### src/rtl/scl_pkg.sv
package scl_pkg;
  localparam int unsigned SIZE_W = 13;
  localparam int unsigned COEF_W = 14;
  localparam int unsigned COEF_N = 96;

  localparam int unsigned OFF_CTRL     = 'h00;
  localparam int unsigned OFF_IN_SIZE  = 'h14;
  localparam int unsigned OFF_OUT_SIZE = 'h18;
  localparam int unsigned OFF_H_INIT   = 'h24;
  localparam int unsigned OFF_H_DELTA  = 'h28;
  localparam int unsigned OFF_V_INIT   = 'h2C;
  localparam int unsigned OFF_V_DELTA  = 'h30;
  localparam int unsigned OFF_CADDR    = 'h34;
  localparam int unsigned OFF_CDATA    = 'h38;

  localparam int unsigned CTRL_SCALE_BIT = 0;
  localparam int unsigned CTRL_ALPHA_BIT = 1;
  localparam int unsigned CTRL_RGB_BIT   = 4;
  localparam int unsigned SEL_V_BIT      = 8;
  localparam int unsigned SEL_H_BIT      = 9;
  localparam int unsigned V_LSB          = 16;

  localparam int unsigned TBL_V = 0;
  localparam int unsigned TBL_H = 1;

  typedef enum logic [3:0] {
    REG_NONE, REG_CTRL, REG_IN, REG_OUT,
    REG_HI, REG_HD, REG_VI, REG_VD, REG_CADDR, REG_CDATA
  } reg_sel_e;
endpackage

### src/rtl/scl_addr_dec.sv
module scl_addr_dec
  import scl_pkg::*;
#(
  parameter int unsigned ADDR_W = 8
) (
  input  logic [ADDR_W-1:0] addr_i,
  output reg_sel_e          sel_o
);
  localparam logic [ADDR_W-1:0] A_CTRL  = ADDR_W'(OFF_CTRL);
  localparam logic [ADDR_W-1:0] A_IN    = ADDR_W'(OFF_IN_SIZE);
  localparam logic [ADDR_W-1:0] A_OUT   = ADDR_W'(OFF_OUT_SIZE);
  localparam logic [ADDR_W-1:0] A_HI    = ADDR_W'(OFF_H_INIT);
  localparam logic [ADDR_W-1:0] A_HD    = ADDR_W'(OFF_H_DELTA);
  localparam logic [ADDR_W-1:0] A_VI    = ADDR_W'(OFF_V_INIT);
  localparam logic [ADDR_W-1:0] A_VD    = ADDR_W'(OFF_V_DELTA);
  localparam logic [ADDR_W-1:0] A_CADDR = ADDR_W'(OFF_CADDR);
  localparam logic [ADDR_W-1:0] A_CDATA = ADDR_W'(OFF_CDATA);

  always_comb begin
    case (addr_i)
      A_CTRL:  sel_o = REG_CTRL;
      A_IN:    sel_o = REG_IN;
      A_OUT:   sel_o = REG_OUT;
      A_HI:    sel_o = REG_HI;
      A_HD:    sel_o = REG_HD;
      A_VI:    sel_o = REG_VI;
      A_VD:    sel_o = REG_VD;
      A_CADDR: sel_o = REG_CADDR;
      A_CDATA: sel_o = REG_CDATA;
      default: sel_o = REG_NONE;
    endcase
  end
endmodule

### src/rtl/scl_reg_bank.sv
module scl_reg_bank
  import scl_pkg::*;
#(
  parameter int unsigned SIZE_W = scl_pkg::SIZE_W
) (
  input  logic              clk_i,
  input  logic              rst_ni,
  input  logic              wr_i,
  input  reg_sel_e          sel_i,
  input  logic [31:0]       wdata_i,
  output logic              scale_en_o,
  output logic              alpha_en_o,
  output logic              rgb_en_o,
  output logic [SIZE_W-1:0] in_h_o,
  output logic [SIZE_W-1:0] in_v_o,
  output logic [SIZE_W-1:0] out_h_o,
  output logic [SIZE_W-1:0] out_v_o,
  output logic [3:0][31:0]  ph_o
);
  logic unused_ok;
  assign unused_ok = ^wdata_i;

  always_ff @(posedge clk_i or negedge rst_ni) begin
    if (!rst_ni) begin
      scale_en_o <= 1'b0;
      alpha_en_o <= 1'b0;
      rgb_en_o   <= 1'b0;
      in_h_o     <= '0;
      in_v_o     <= '0;
      out_h_o    <= '0;
      out_v_o    <= '0;
    end else if (wr_i) begin
      case (sel_i)
        REG_CTRL: begin
          scale_en_o <= wdata_i[CTRL_SCALE_BIT];
          alpha_en_o <= wdata_i[CTRL_ALPHA_BIT];
          rgb_en_o   <= wdata_i[CTRL_RGB_BIT];
        end
        REG_IN: begin
          in_h_o <= wdata_i[0 +: SIZE_W];
          in_v_o <= wdata_i[V_LSB +: SIZE_W];
        end
        REG_OUT: begin
          out_h_o <= wdata_i[0 +: SIZE_W];
          out_v_o <= wdata_i[V_LSB +: SIZE_W];
        end
        default: ;
      endcase
    end
  end

  // phase words: 0 h init, 1 h delta, 2 v init, 3 v delta
  localparam reg_sel_e PH_SEL [4] = '{REG_HI, REG_HD, REG_VI, REG_VD};

  for (genvar k = 0; k < 4; k++) begin : g_ph
    always_ff @(posedge clk_i or negedge rst_ni) begin
      if (!rst_ni)                         ph_o[k] <= '0;
      else if (wr_i && sel_i == PH_SEL[k]) ph_o[k] <= wdata_i;
    end
  end
endmodule

### src/rtl/scl_coef_port.sv
module scl_coef_port
  import scl_pkg::*;
#(
  parameter int unsigned COEF_W = scl_pkg::COEF_W,
  parameter int unsigned COEF_N = scl_pkg::COEF_N,
  parameter int unsigned IDX_W  = $clog2(COEF_N)
) (
  input  logic              clk_i,
  input  logic              rst_ni,
  input  logic              wr_i,
  input  reg_sel_e          sel_i,
  input  logic [31:0]       wdata_i,
  output logic [IDX_W-1:0]  idx_o,
  output logic              sel_h_o,
  output logic              sel_v_o,
  output logic [1:0]        we_o,
  output logic [IDX_W-1:0]  waddr_o,
  output logic [COEF_W-1:0] wdata_o
);
  localparam logic [IDX_W-1:0] LAST = IDX_W'(COEF_N - 1);

  logic unused_ok;
  assign unused_ok = ^wdata_i;

  logic             data_wr;
  logic             any_sel;
  logic [IDX_W-1:0] start_idx;

  assign data_wr   = wr_i && (sel_i == REG_CDATA);
  assign any_sel   = sel_h_o || sel_v_o;
  assign start_idx = wdata_i[IDX_W-1:0];

  always_ff @(posedge clk_i or negedge rst_ni) begin
    if (!rst_ni) begin
      idx_o   <= '0;
      sel_h_o <= 1'b0;
      sel_v_o <= 1'b0;
    end else if (wr_i && sel_i == REG_CADDR) begin
      idx_o   <= (start_idx > LAST) ? LAST : start_idx;
      sel_v_o <= wdata_i[SEL_V_BIT];
      sel_h_o <= wdata_i[SEL_H_BIT];
    end else if (data_wr && any_sel && idx_o != LAST) begin
      idx_o <= idx_o + 1'b1;
    end
  end

  assign we_o[TBL_V] = data_wr && sel_v_o;
  assign we_o[TBL_H] = data_wr && sel_h_o;
  assign waddr_o     = idx_o;
  assign wdata_o     = wdata_i[COEF_W-1:0];
endmodule

### src/rtl/scl_coef_ram.sv
module scl_coef_ram #(
  parameter int unsigned COEF_W = 14,
  parameter int unsigned COEF_N = 96,
  parameter int unsigned IDX_W  = $clog2(COEF_N)
) (
  input  logic              clk_i,
  input  logic              rst_ni,
  input  logic              we_i,
  input  logic [IDX_W-1:0]  waddr_i,
  input  logic [COEF_W-1:0] wdata_i,
  input  logic [IDX_W-1:0]  raddr_i,
  output logic [COEF_W-1:0] rdata_o
);
  localparam logic [IDX_W-1:0] DEPTH = IDX_W'(COEF_N);

  logic [COEF_W-1:0] mem [COEF_N];

  always_ff @(posedge clk_i) begin
    if (we_i) mem[waddr_i] <= wdata_i;
  end

  always_ff @(posedge clk_i or negedge rst_ni) begin
    if (!rst_ni)                rdata_o <= '0;
    else if (raddr_i < DEPTH)   rdata_o <= mem[raddr_i];
    else                        rdata_o <= '0;
  end
endmodule

### src/rtl/scl_regfile.sv
module scl_regfile
  import scl_pkg::*;
#(
  parameter int unsigned ADDR_W = 8,
  parameter int unsigned SIZE_W = scl_pkg::SIZE_W,
  parameter int unsigned COEF_W = scl_pkg::COEF_W,
  parameter int unsigned COEF_N = scl_pkg::COEF_N,
  parameter int unsigned IDX_W  = $clog2(COEF_N)
) (
  input  logic              clk_i,
  input  logic              rst_ni,
  input  logic [ADDR_W-1:0] addr_i,
  input  logic              wr_en_i,
  input  logic [31:0]       wdata_i,
  output logic [31:0]       rdata_o,
  output logic              scale_en_o,
  output logic              alpha_en_o,
  output logic              rgb_if_en_o,
  output logic [SIZE_W-1:0] in_h_size_o,
  output logic [SIZE_W-1:0] in_v_size_o,
  output logic [SIZE_W-1:0] out_h_size_o,
  output logic [SIZE_W-1:0] out_v_size_o,
  output logic [31:0]       h_init_ph_o,
  output logic [31:0]       h_delta_ph_o,
  output logic [31:0]       v_init_ph_o,
  output logic [31:0]       v_delta_ph_o,
  input  logic [IDX_W-1:0]  hcoef_raddr_i,
  output logic [COEF_W-1:0] hcoef_rdata_o,
  input  logic [IDX_W-1:0]  vcoef_raddr_i,
  output logic [COEF_W-1:0] vcoef_rdata_o
);
  reg_sel_e          reg_sel;
  logic [3:0][31:0]  ph;
  logic [IDX_W-1:0]  coef_idx;
  logic              sel_h;
  logic              sel_v;
  logic [1:0]        tbl_we;
  logic [IDX_W-1:0]  tbl_waddr;
  logic [COEF_W-1:0] tbl_wdata;
  logic [1:0][IDX_W-1:0]  tbl_raddr;
  logic [1:0][COEF_W-1:0] tbl_rdata;
  logic [31:0]       rdata_d;

  scl_addr_dec #(.ADDR_W(ADDR_W)) u_dec (
    .addr_i (addr_i),
    .sel_o  (reg_sel)
  );

  scl_reg_bank #(.SIZE_W(SIZE_W)) u_bank (
    .clk_i      (clk_i),
    .rst_ni     (rst_ni),
    .wr_i       (wr_en_i),
    .sel_i      (reg_sel),
    .wdata_i    (wdata_i),
    .scale_en_o (scale_en_o),
    .alpha_en_o (alpha_en_o),
    .rgb_en_o   (rgb_if_en_o),
    .in_h_o     (in_h_size_o),
    .in_v_o     (in_v_size_o),
    .out_h_o    (out_h_size_o),
    .out_v_o    (out_v_size_o),
    .ph_o       (ph)
  );

  assign h_init_ph_o  = ph[0];
  assign h_delta_ph_o = ph[1];
  assign v_init_ph_o  = ph[2];
  assign v_delta_ph_o = ph[3];

  scl_coef_port #(.COEF_W(COEF_W), .COEF_N(COEF_N), .IDX_W(IDX_W)) u_port (
    .clk_i   (clk_i),
    .rst_ni  (rst_ni),
    .wr_i    (wr_en_i),
    .sel_i   (reg_sel),
    .wdata_i (wdata_i),
    .idx_o   (coef_idx),
    .sel_h_o (sel_h),
    .sel_v_o (sel_v),
    .we_o    (tbl_we),
    .waddr_o (tbl_waddr),
    .wdata_o (tbl_wdata)
  );

  assign tbl_raddr[TBL_V] = vcoef_raddr_i;
  assign tbl_raddr[TBL_H] = hcoef_raddr_i;

  for (genvar t = 0; t < 2; t++) begin : g_tbl
    scl_coef_ram #(.COEF_W(COEF_W), .COEF_N(COEF_N), .IDX_W(IDX_W)) u_ram (
      .clk_i   (clk_i),
      .rst_ni  (rst_ni),
      .we_i    (tbl_we[t]),
      .waddr_i (tbl_waddr),
      .wdata_i (tbl_wdata),
      .raddr_i (tbl_raddr[t]),
      .rdata_o (tbl_rdata[t])
    );
  end

  assign vcoef_rdata_o = tbl_rdata[TBL_V];
  assign hcoef_rdata_o = tbl_rdata[TBL_H];

  always_comb begin
    rdata_d = '0;
    case (reg_sel)
      REG_CTRL: begin
        rdata_d[CTRL_SCALE_BIT] = scale_en_o;
        rdata_d[CTRL_ALPHA_BIT] = alpha_en_o;
        rdata_d[CTRL_RGB_BIT]   = rgb_if_en_o;
      end
      REG_IN: begin
        rdata_d[0 +: SIZE_W]     = in_h_size_o;
        rdata_d[V_LSB +: SIZE_W] = in_v_size_o;
      end
      REG_OUT: begin
        rdata_d[0 +: SIZE_W]     = out_h_size_o;
        rdata_d[V_LSB +: SIZE_W] = out_v_size_o;
      end
      REG_HI: rdata_d = ph[0];
      REG_HD: rdata_d = ph[1];
      REG_VI: rdata_d = ph[2];
      REG_VD: rdata_d = ph[3];
      REG_CADDR: begin
        rdata_d[IDX_W-1:0] = coef_idx;
        rdata_d[SEL_V_BIT] = sel_v;
        rdata_d[SEL_H_BIT] = sel_h;
      end
      default: ;
    endcase
  end

  always_ff @(posedge clk_i or negedge rst_ni) begin
    if (!rst_ni) rdata_o <= '0;
    else         rdata_o <= rdata_d;
  end
endmodule

### config.mk
export PLATFORM = sky130hd
export DESIGN_NAME = scl_regfile
export DESIGN_NICKNAME = d
export VERILOG_FILES = /design/src/rtl/scl_pkg.sv /design/src/rtl/scl_addr_dec.sv /design/src/rtl/scl_reg_bank.sv /design/src/rtl/scl_coef_port.sv /design/src/rtl/scl_coef_ram.sv /design/src/rtl/scl_regfile.sv
export SDC_FILE = /design/constraint.sdc
export NUM_CORES = 2
export LEC_CHECK = 0
export ABC_AREA = 1
export CAP_MARGIN = 0
export CORE_ASPECT_RATIO = 1.75
export CORE_MARGIN = 1.5
export CORE_UTILIZATION = 30
export CTS_BUF_LIST = sky130_fd_sc_hd__clkbuf_16
export CTS_CLUSTER_DIAMETER = 150
export DETAILED_ROUTE_END_ITERATION = 6
export DONT_BUFFER_PORTS = 1
export PLACE_DENSITY = 0.42
export RECOVER_POWER = 50
export REMOVE_ABC_BUFFERS = 1
export SETUP_SLACK_MARGIN = 0.5
export SYNTH_ARGS = -nofsm -noshare
export SYNTH_HDL_FRONTEND = slang
export SYNTH_HIERARCHICAL = 1
export SYNTH_SLANG_ARGS = --single-unit
### constraint.sdc
create_clock -name clk_i -period 2.95 [get_ports clk_i]
set_input_delay 0.7375 -clock clk_i [delete_from_list [all_inputs] [get_ports clk_i]]
set_output_delay 0.7375 -clock clk_i [all_outputs]
set_load 0.005 [all_outputs]
# ---- Word-level counts from Yosys, hierarchy flattened
# Memory sizes are Yosys's and may differ from the RTL's.
# Index checks and enable logic that the tools add are counted.
dict set report totals {
  reg_bits 252
  mem_bits_rw 2688
  input_bits 57
  out_inout_bits 243
  wordCells 77
  n_memories 2
}
# name depth word_bits read_ports rd_ports_with_merged_regs write_ports line_no
set memory_table {}
lappend memory_table {{g_tbl[0].u_ram.mem} 96 14 1 0 1 scl_coef_ram.sv:16} ;# logic [COEF_W-1:0] mem [COEF_N];
lappend memory_table {{g_tbl[1].u_ram.mem} 96 14 1 0 1 scl_coef_ram.sv:16}
dict set report op_classes {
  addsub 1
  magnitude_cmp 3
  eq_ne 18
  mux 20
  reduce_logical 16
}
# op n
set op_table {}
lappend op_table {{one-hot mux 13 bit (6 select lines)} 1}
lappend op_table {{== test 8 x 6 -> 1 bit, second input constant} 6}
lappend op_table {{one-hot mux 2 bit (7 select lines)} 3}
lappend op_table {{one-hot mux 4 bit (9 select lines)} 1}
lappend op_table {{two-way mux 14 bit} 2}
lappend op_table {{one-hot mux 3 bit (4 select lines)} 2}
lappend op_table {{two-way mux 7 bit} 3}
lappend op_table {{one-hot mux 3 bit (6 select lines)} 1}
lappend op_table {{== test 4 x 3 -> 1 bit, second input constant} 4}
lappend op_table {{== test 8 x 5 -> 1 bit, second input constant} 2}
lappend op_table {{one-hot mux 2 bit (8 select lines)} 1}
lappend op_table {{< comparator 7 bit, second input constant} 2}
lappend op_table {{logical AND 1 bit} 10}
lappend op_table {{== test 4 x 2 -> 1 bit, second input constant} 2}
lappend op_table {{== test 4 bit, second input constant} 2}
lappend op_table {{logical NOT 8 bit} 1}
lappend op_table {{one-hot mux 1 bit (8 select lines)} 1}
lappend op_table {{adder 7 x 1 -> 7 bit, second input constant} 1}
lappend op_table {{> comparator 7 bit, second input constant} 1}
lappend op_table {{inequality test 7 bit, second input constant} 1}
lappend op_table {{one-hot mux 1 bit (6 select lines)} 1}
lappend op_table {{AND reduction 2 bit} 3}
lappend op_table {{== test 4 x 1 -> 1 bit, second input constant} 1}
lappend op_table {{two-way mux 1 bit} 4}
lappend op_table {{other kinds (2)} 2}

# ---- Longest topological paths before layout
dict set report depth {
  ltp_word 8
  ltp_mapped 15
  depth_no_buf 14
}

# ---- Modules after synthesis
# Netlist, hierarchy kept.
# module instances cells_per_inst area_per_inst_um2 seq_area_each_um2
set by_module_without_submodules {}
lappend by_module_without_submodules {scl_coef_ram 2 4567 55050.3 40709.0}
lappend by_module_without_submodules {scl_reg_bank 1 876 7696.1 4579.4}
lappend by_module_without_submodules {scl_regfile 1 444 2640.0 800.8}
lappend by_module_without_submodules {scl_coef_port 1 124 858.3 225.2}
lappend by_module_without_submodules {scl_addr_dec 1 41 173.9 0.0}

# ---- Worst setup path before layout
# No wires, ideal clock.
dict set report synth_path {
  path_kind {in2reg}
  start {input port addr_i[7]}
  end {memory g_tbl[0].u_ram.mem[43][0], enable pin}
  setup_time_ps 384
  arrival_time_ps 3423
  t_required_ps 2566
  setup_slack_ps -857
  path_stages 10
  n_path_buf 1
  cell_sequence {nor2_2 nand2_1 nor3_1 nand3_1 nor2_2 inv_1 nor2_1 clkbuf_1 nand3_1 nor2_1}
}
dict set report synth_via {
  elab_chain_cells 7
  elab_cells_between_ends 15
  cone_classes {eq/ne (9); mux (3); reduce/logical (3)}
}
# element line_no
set synth_lines {}
lappend synth_lines {{from (decl)} scl_regfile.sv:12} ;# input logic [ADDR_W-1:0] addr_i,
lappend synth_lines {{== test 8 x 6 -> 1 bit (tied with other cells)} scl_addr_dec.sv:20} ;# case (addr_i)
lappend synth_lines {{one-hot mux 4 bit (9 select lines) (*)} scl_addr_dec.sv:20}
lappend synth_lines {{net reg_sel[3]} scl_regfile.sv:32} ;# reg_sel_e reg_sel;
lappend synth_lines {{== test 4 bit (*)} scl_coef_port.sv:29} ;# assign data_wr = wr_i && (sel_i == REG_CDATA);
lappend synth_lines {{logical AND 1 bit (*)} scl_coef_port.sv:29}
lappend synth_lines {{logical AND 1 bit (*)} scl_coef_port.sv:47} ;# assign we_o[TBL_V] = data_wr && sel_v_o;
lappend synth_lines {{net tbl_we[0]} scl_regfile.sv:37} ;# logic [1:0] tbl_we;
lappend synth_lines {{two-way mux 1 bit (*)} scl_coef_ram.sv:19} ;# if (we_i) mem[waddr_i] <= wdata_i;
lappend synth_lines {{two-way mux 1 bit (implied by the code) (*)} scl_coef_ram.sv:19}
lappend synth_lines {{to (decl)} scl_coef_ram.sv:16}
# Mark *: on every way through the listed nets, which the timed path passes. The rest lies on a longest branch.

# ---- Worst setup path after layout
dict set report layout_path {
  start {input port wdata_i[7]}
  end {memory g_tbl[1].u_ram.mem[42][7] (data pin)}
}
# element line_no
set layout_lines {}
lappend layout_lines {{from (decl)} scl_regfile.sv:14} ;# input logic [31:0] wdata_i,
lappend layout_lines {{to (decl)} scl_coef_ram.sv:16}
# Straight into the memory's write port.

==> metrics.md <==
| Metric | Value |
|---|---|
| Final Skew | 0.08990 ns |
| Detailed-routing wirelength on met1 | 155800 um |
| Worst Path Required | 3.27 ns |
| Cell family with most CP delay | buffers and inverters |
| Wire per inst | 26.40 um |
| Clock transition at path regs | 0.07 ns |
| Met3 Wirelength | 22170 um |
| Comb pwr share | 5.7% |
| Crit-path cells | buf_2 |
| Final setup vio count | 0 |
| Area growth, synth to finish | 17.74% |
| Syn avg cell area | 11.44 sq um |
| Pin count of the biggest net entering global routing | 674 |
| Initial antenna violation count | 23 |
| Worst Hold Class | in -> async |
| CTS root buffer | clkbuf_16 |
| Non-Filler Instances | 16442 |
| Tcrit/Tclk final | 86.69% |
| DR vias/cell | 4.992 |
| Max_cap viols | 11 |
| CP Buf/Inv Count | 1 |
| Setup crit start | wdata_i[7] |
| Crit path capture | g_tbl[1].u_ram/mem[42][7] |
| Post-DP HPWL | 237300 um |
| Hold Fails Final Rpt | 262 |
| Critical Path AT | 2.88 ns |
| Congestion Overflow GR | 0 |
| Static leakage | 52.37 nW |
| Worst-path fanout max | 107 |
| Int Power | 0.06862 W |
| Reg2reg start | u_port/idx_o[6] |
| Worst relative slew slack | -90.44% |
| Final net count | 10955 |
| Worst-Margin Slew | 2.857 ns |
| Power per cell area | 624.6 nW/um^2 |
| Synth Warn # | 6 |
| 1st-iter DRT viols | 6150 |
| FP Rows | 309 |
| PortBufs | 0 |
| Max layer used | met5 |
| Final min period | 2.557 ns |
| Fraction of power spent switching nets | 23.18% |
| RSZ-0062 raised after global routing | yes |
| Starting density of the core | 30.09% |
| Min Hold Slack | -0.4528 ns |
| Die area | 408900 sq um |
| Chip height | 844.8 um |
| First-pass detailed-route iteration total | 7 |
| Worst R2R End | g_tbl[1].u_ram/mem[68][8] |
| Critical path's slowest cell | buf_2 |
| Core Area | 403600 sq um |
| Share of the synthesized area in the top cell type | 66.45% |
| Maximum buffer depth of the clock tree | 4 |
| Power, Total | 0.08932 W |
| Fillers | 39786 |
| Final ANT Viol Nets | 0 |
| Htree depth | 5 |
| DIE WIDTH | 484.0 um |
| Max VDD drop | 0.4404 mV |
| Worst-Skew Late Latency | 0.93 ns |
| Final Wtd Congestion | 0.8599 |
| Drt total wl | 434100 um |
| Failing checks | negative hold slack, max-capacitance violations, max-slew violations |
| DR WL met2 | 232200 um |
| Clk sinks | 2940 |
| Vias | 82082 |
| Reg2reg path depth | 5 |
| R2R setup slack | 0.66 ns |
| Main area contributors after synthesis | edfxtp_1, nand2_1, nand3_1, dfrtp_1, nor2_1 |
| Post-synthesis sequential area ratio | 71.64% |
| Number of cells on the critical path | 1 |
| DP Cell Count | 15801 |
| Critical Path End Type | flop |
| CP max stage delay | 1.92 ns |
| Synth unique cells | 33 |
| Part of the power in the clock network | 42.8% |
| Number of global-route vias before repair | 83155 |
| Achievable Freq | 0.3910 GHz |
| Share of layout cells above drive strength 1 | 9.978% |
| CTS tree | done |
| Residual DRC | 0 |
| Cell count after synthesis | 10619 |
| Mapped cell area | 121500 sq um |
| Reg power frac | 51.6% |
| Boundary Pins | 300 |
| First-pass GRT wire length | 605800 um |
| Worst setup SP type | input pin |
| Final Max Slew Viols | 646 |
| Largest area contributor in the netlist | edfxtp_1 |
| GRT Total Usage | 20.28% |
| Sw power | 0.02071 W |
| Seq cells post-synth | 2940 |
| WS Path Type | in -> reg |
| Num CTS Buffers | 305 |
| Status | finished with violations |
[logic make-up (layout without fill, tap and decap cells)]
logic type	after synthesis	in the layout	synth area share [%]
adder cells (fa/ha/maj)	1	1	0.01030
other	0	20	0
AND/OR/NAND/NOR	6230	6230	21.60
XOR/XNOR	1	1	0.007212
buffers and inverters	870	1386	3.905
AO/OA/AOI/OAI	577	577	2.835
flip-flops	2940	2940	71.64
[worst min-delay path by stage]
stage	start	end	slack, ns	depth (start not counted)
after floorplan	rst_ni	g_tbl[0].u_ram/rdata_o[0]	0.44	0
after global placement	rst_ni	u_bank/out_v_o[0]	0.45	0
after detailed placement	rst_ni	u_bank/out_v_o[12]	0.45	0
after CTS	rst_ni	u_port/idx_o[3]	-0.60	0
after global routing	rst_ni	rdata_o[5]	-0.53	0
final	rst_ni	u_bank/out_v_o[12]	-0.45	0
[synth_stat cells]
master       n
o21bai_1    66
buf_6       93
nand2_2      1
ha_1         1
nand4_1     96
edfxtp_1  2688
nor2_4       5
nand3_4      1
o21ai_0    178
nor3_1      17
o21ai_1     21
buf_2      317
inv_4        2
inv_2        8
buf_12       2
a21oi_1    170
dfrtp_1    252
clkbuf_1   144
nor2_2       9
buf_8        2
o221ai_1    28
o31ai_1     84
clkinv_1     2
nand2_1   3534
buf_1       58
buf_4       86
xor2_1       1
inv_1      156
o211ai_1    30
nand3_1   1983
nand2_4      2
nand3_2      3
nor2_1     579
[registers in the layout, summed over array words and instances (netlist names)]
register,flops
u_bank/in_h_o,13
g_tbl.u_ram/rdata_o,28
u_bank/ph_o,128
u_bank/scale_en_o,1
u_port/sel_h_o,1
u_bank/alpha_en_o,1
u_bank/rgb_en_o,1
g_tbl.u_ram/mem,2688
u_bank/out_h_o,13
u_port/sel_v_o,1
u_port/idx_o,7
u_bank/in_v_o,13
u_bank/out_v_o,13
rdata_o,32
[layer usage]
| layer | up-vias | GRT usage (%) |
|---|---|---|
| met5 | - | 0 |
| met3 | 757 | 3.259 |
| met4 | 4 | 10.18 |
| met2 | 2387 | 38.38 |
| met1 | 41310 | 21.50 |
| li1 | 37624 | - |
[cell usage in the layout (no fill, tap or decap), types with 68 or more instances in the layout]
| cell | Yosys | layout |
|---|---|---|
| nand3_1 | 1983 | 1972 |
| nand2_1 | 3534 | 3532 |
| buf_12 | 2 | 267 |
| dfrtp_1 | 252 | 243 |
| inv_1 | 156 | 218 |
| o21ai_0 | 178 | 177 |
| nand4_1 | 96 | 96 |
| clkinv_1 | 2 | 68 |
| a21oi_1 | 170 | 170 |
| o31ai_1 | 84 | 81 |
| buf_4 | 86 | 312 |
| nor2_1 | 579 | 576 |
| clkbuf_16 | 0 | 326 |
| edfxtp_1 | 2688 | 2688 |
[final cells by class]
| class | instances | area, sq um | share of cell area [%] |
|---|---|---|---|
| Clock inverter | 233 | 1782 | 1.246 |
| Inverter | 168 | 695.7 | 0.4864 |
| Clock buffer | 312 | 7807 | 5.459 |
| Sequential cell | 2940 | 87040 | 60.86 |
| Tap cell | 5287 | 6615 | 4.626 |
| Multi-Input combinational cell | 6809 | 29820 | 20.85 |
| Antenna cell | 20 | 50.05 | 0.03500 |
| Timing Repair Buffer | 673 | 9203 | 6.435 |
[power groups by stage]
stage / clock [W] / sequential [W] / combinational (W)
6_report: 0.0382 / 0.0461 / 0.00506
5_1_grt: 0.0404 / 0.0461 / 0.00549
4_1_cts: 0.0392 / 0.0460 / 0.00469
3_5_place_dp: 0 / 0.0469 / 0.00420
3_3_place_gp: 0 / 0.0469 / 0.00418
2_1_floorplan: 0 / 0.0467 / 0.00224
[stage by stage]
stage / area (sq um) / setup TNS [ns] / utilization, % / hold slack [ns] / setup slack (ns)
after floorplan: 117400 / -2544.09 / - / 0.4419 / -1.760
after global placement: 132000 / -200.75 / 32.71 / 0.4498 / -2.510
after detailed placement: 132000 / -243.75 / 32.71 / 0.4484 / -2.601
after CTS: 142600 / 0 / 35.33 / -0.5979 / 0.4404
after global routing: 143000 / 0 / 35.43 / -0.5265 / 0.2336
final: 143000 / 0 / 35.43 / -0.4528 / 0.3927
[repair_timing]
| item | CTS | global route |
|---|---|---|
| setup endpoints to repair | 335 | 486 |
| hold buffers | 38 | 3 |
| pin swaps | 1 | 0 |
| cloned | 11 | 15 |
| gates resized for setup | 23 | 24 |
| setup buffers | 3 | 0 |
| endpoints found under the hold margin | 944 | 286 |
(Power assumes the default switching activity.)
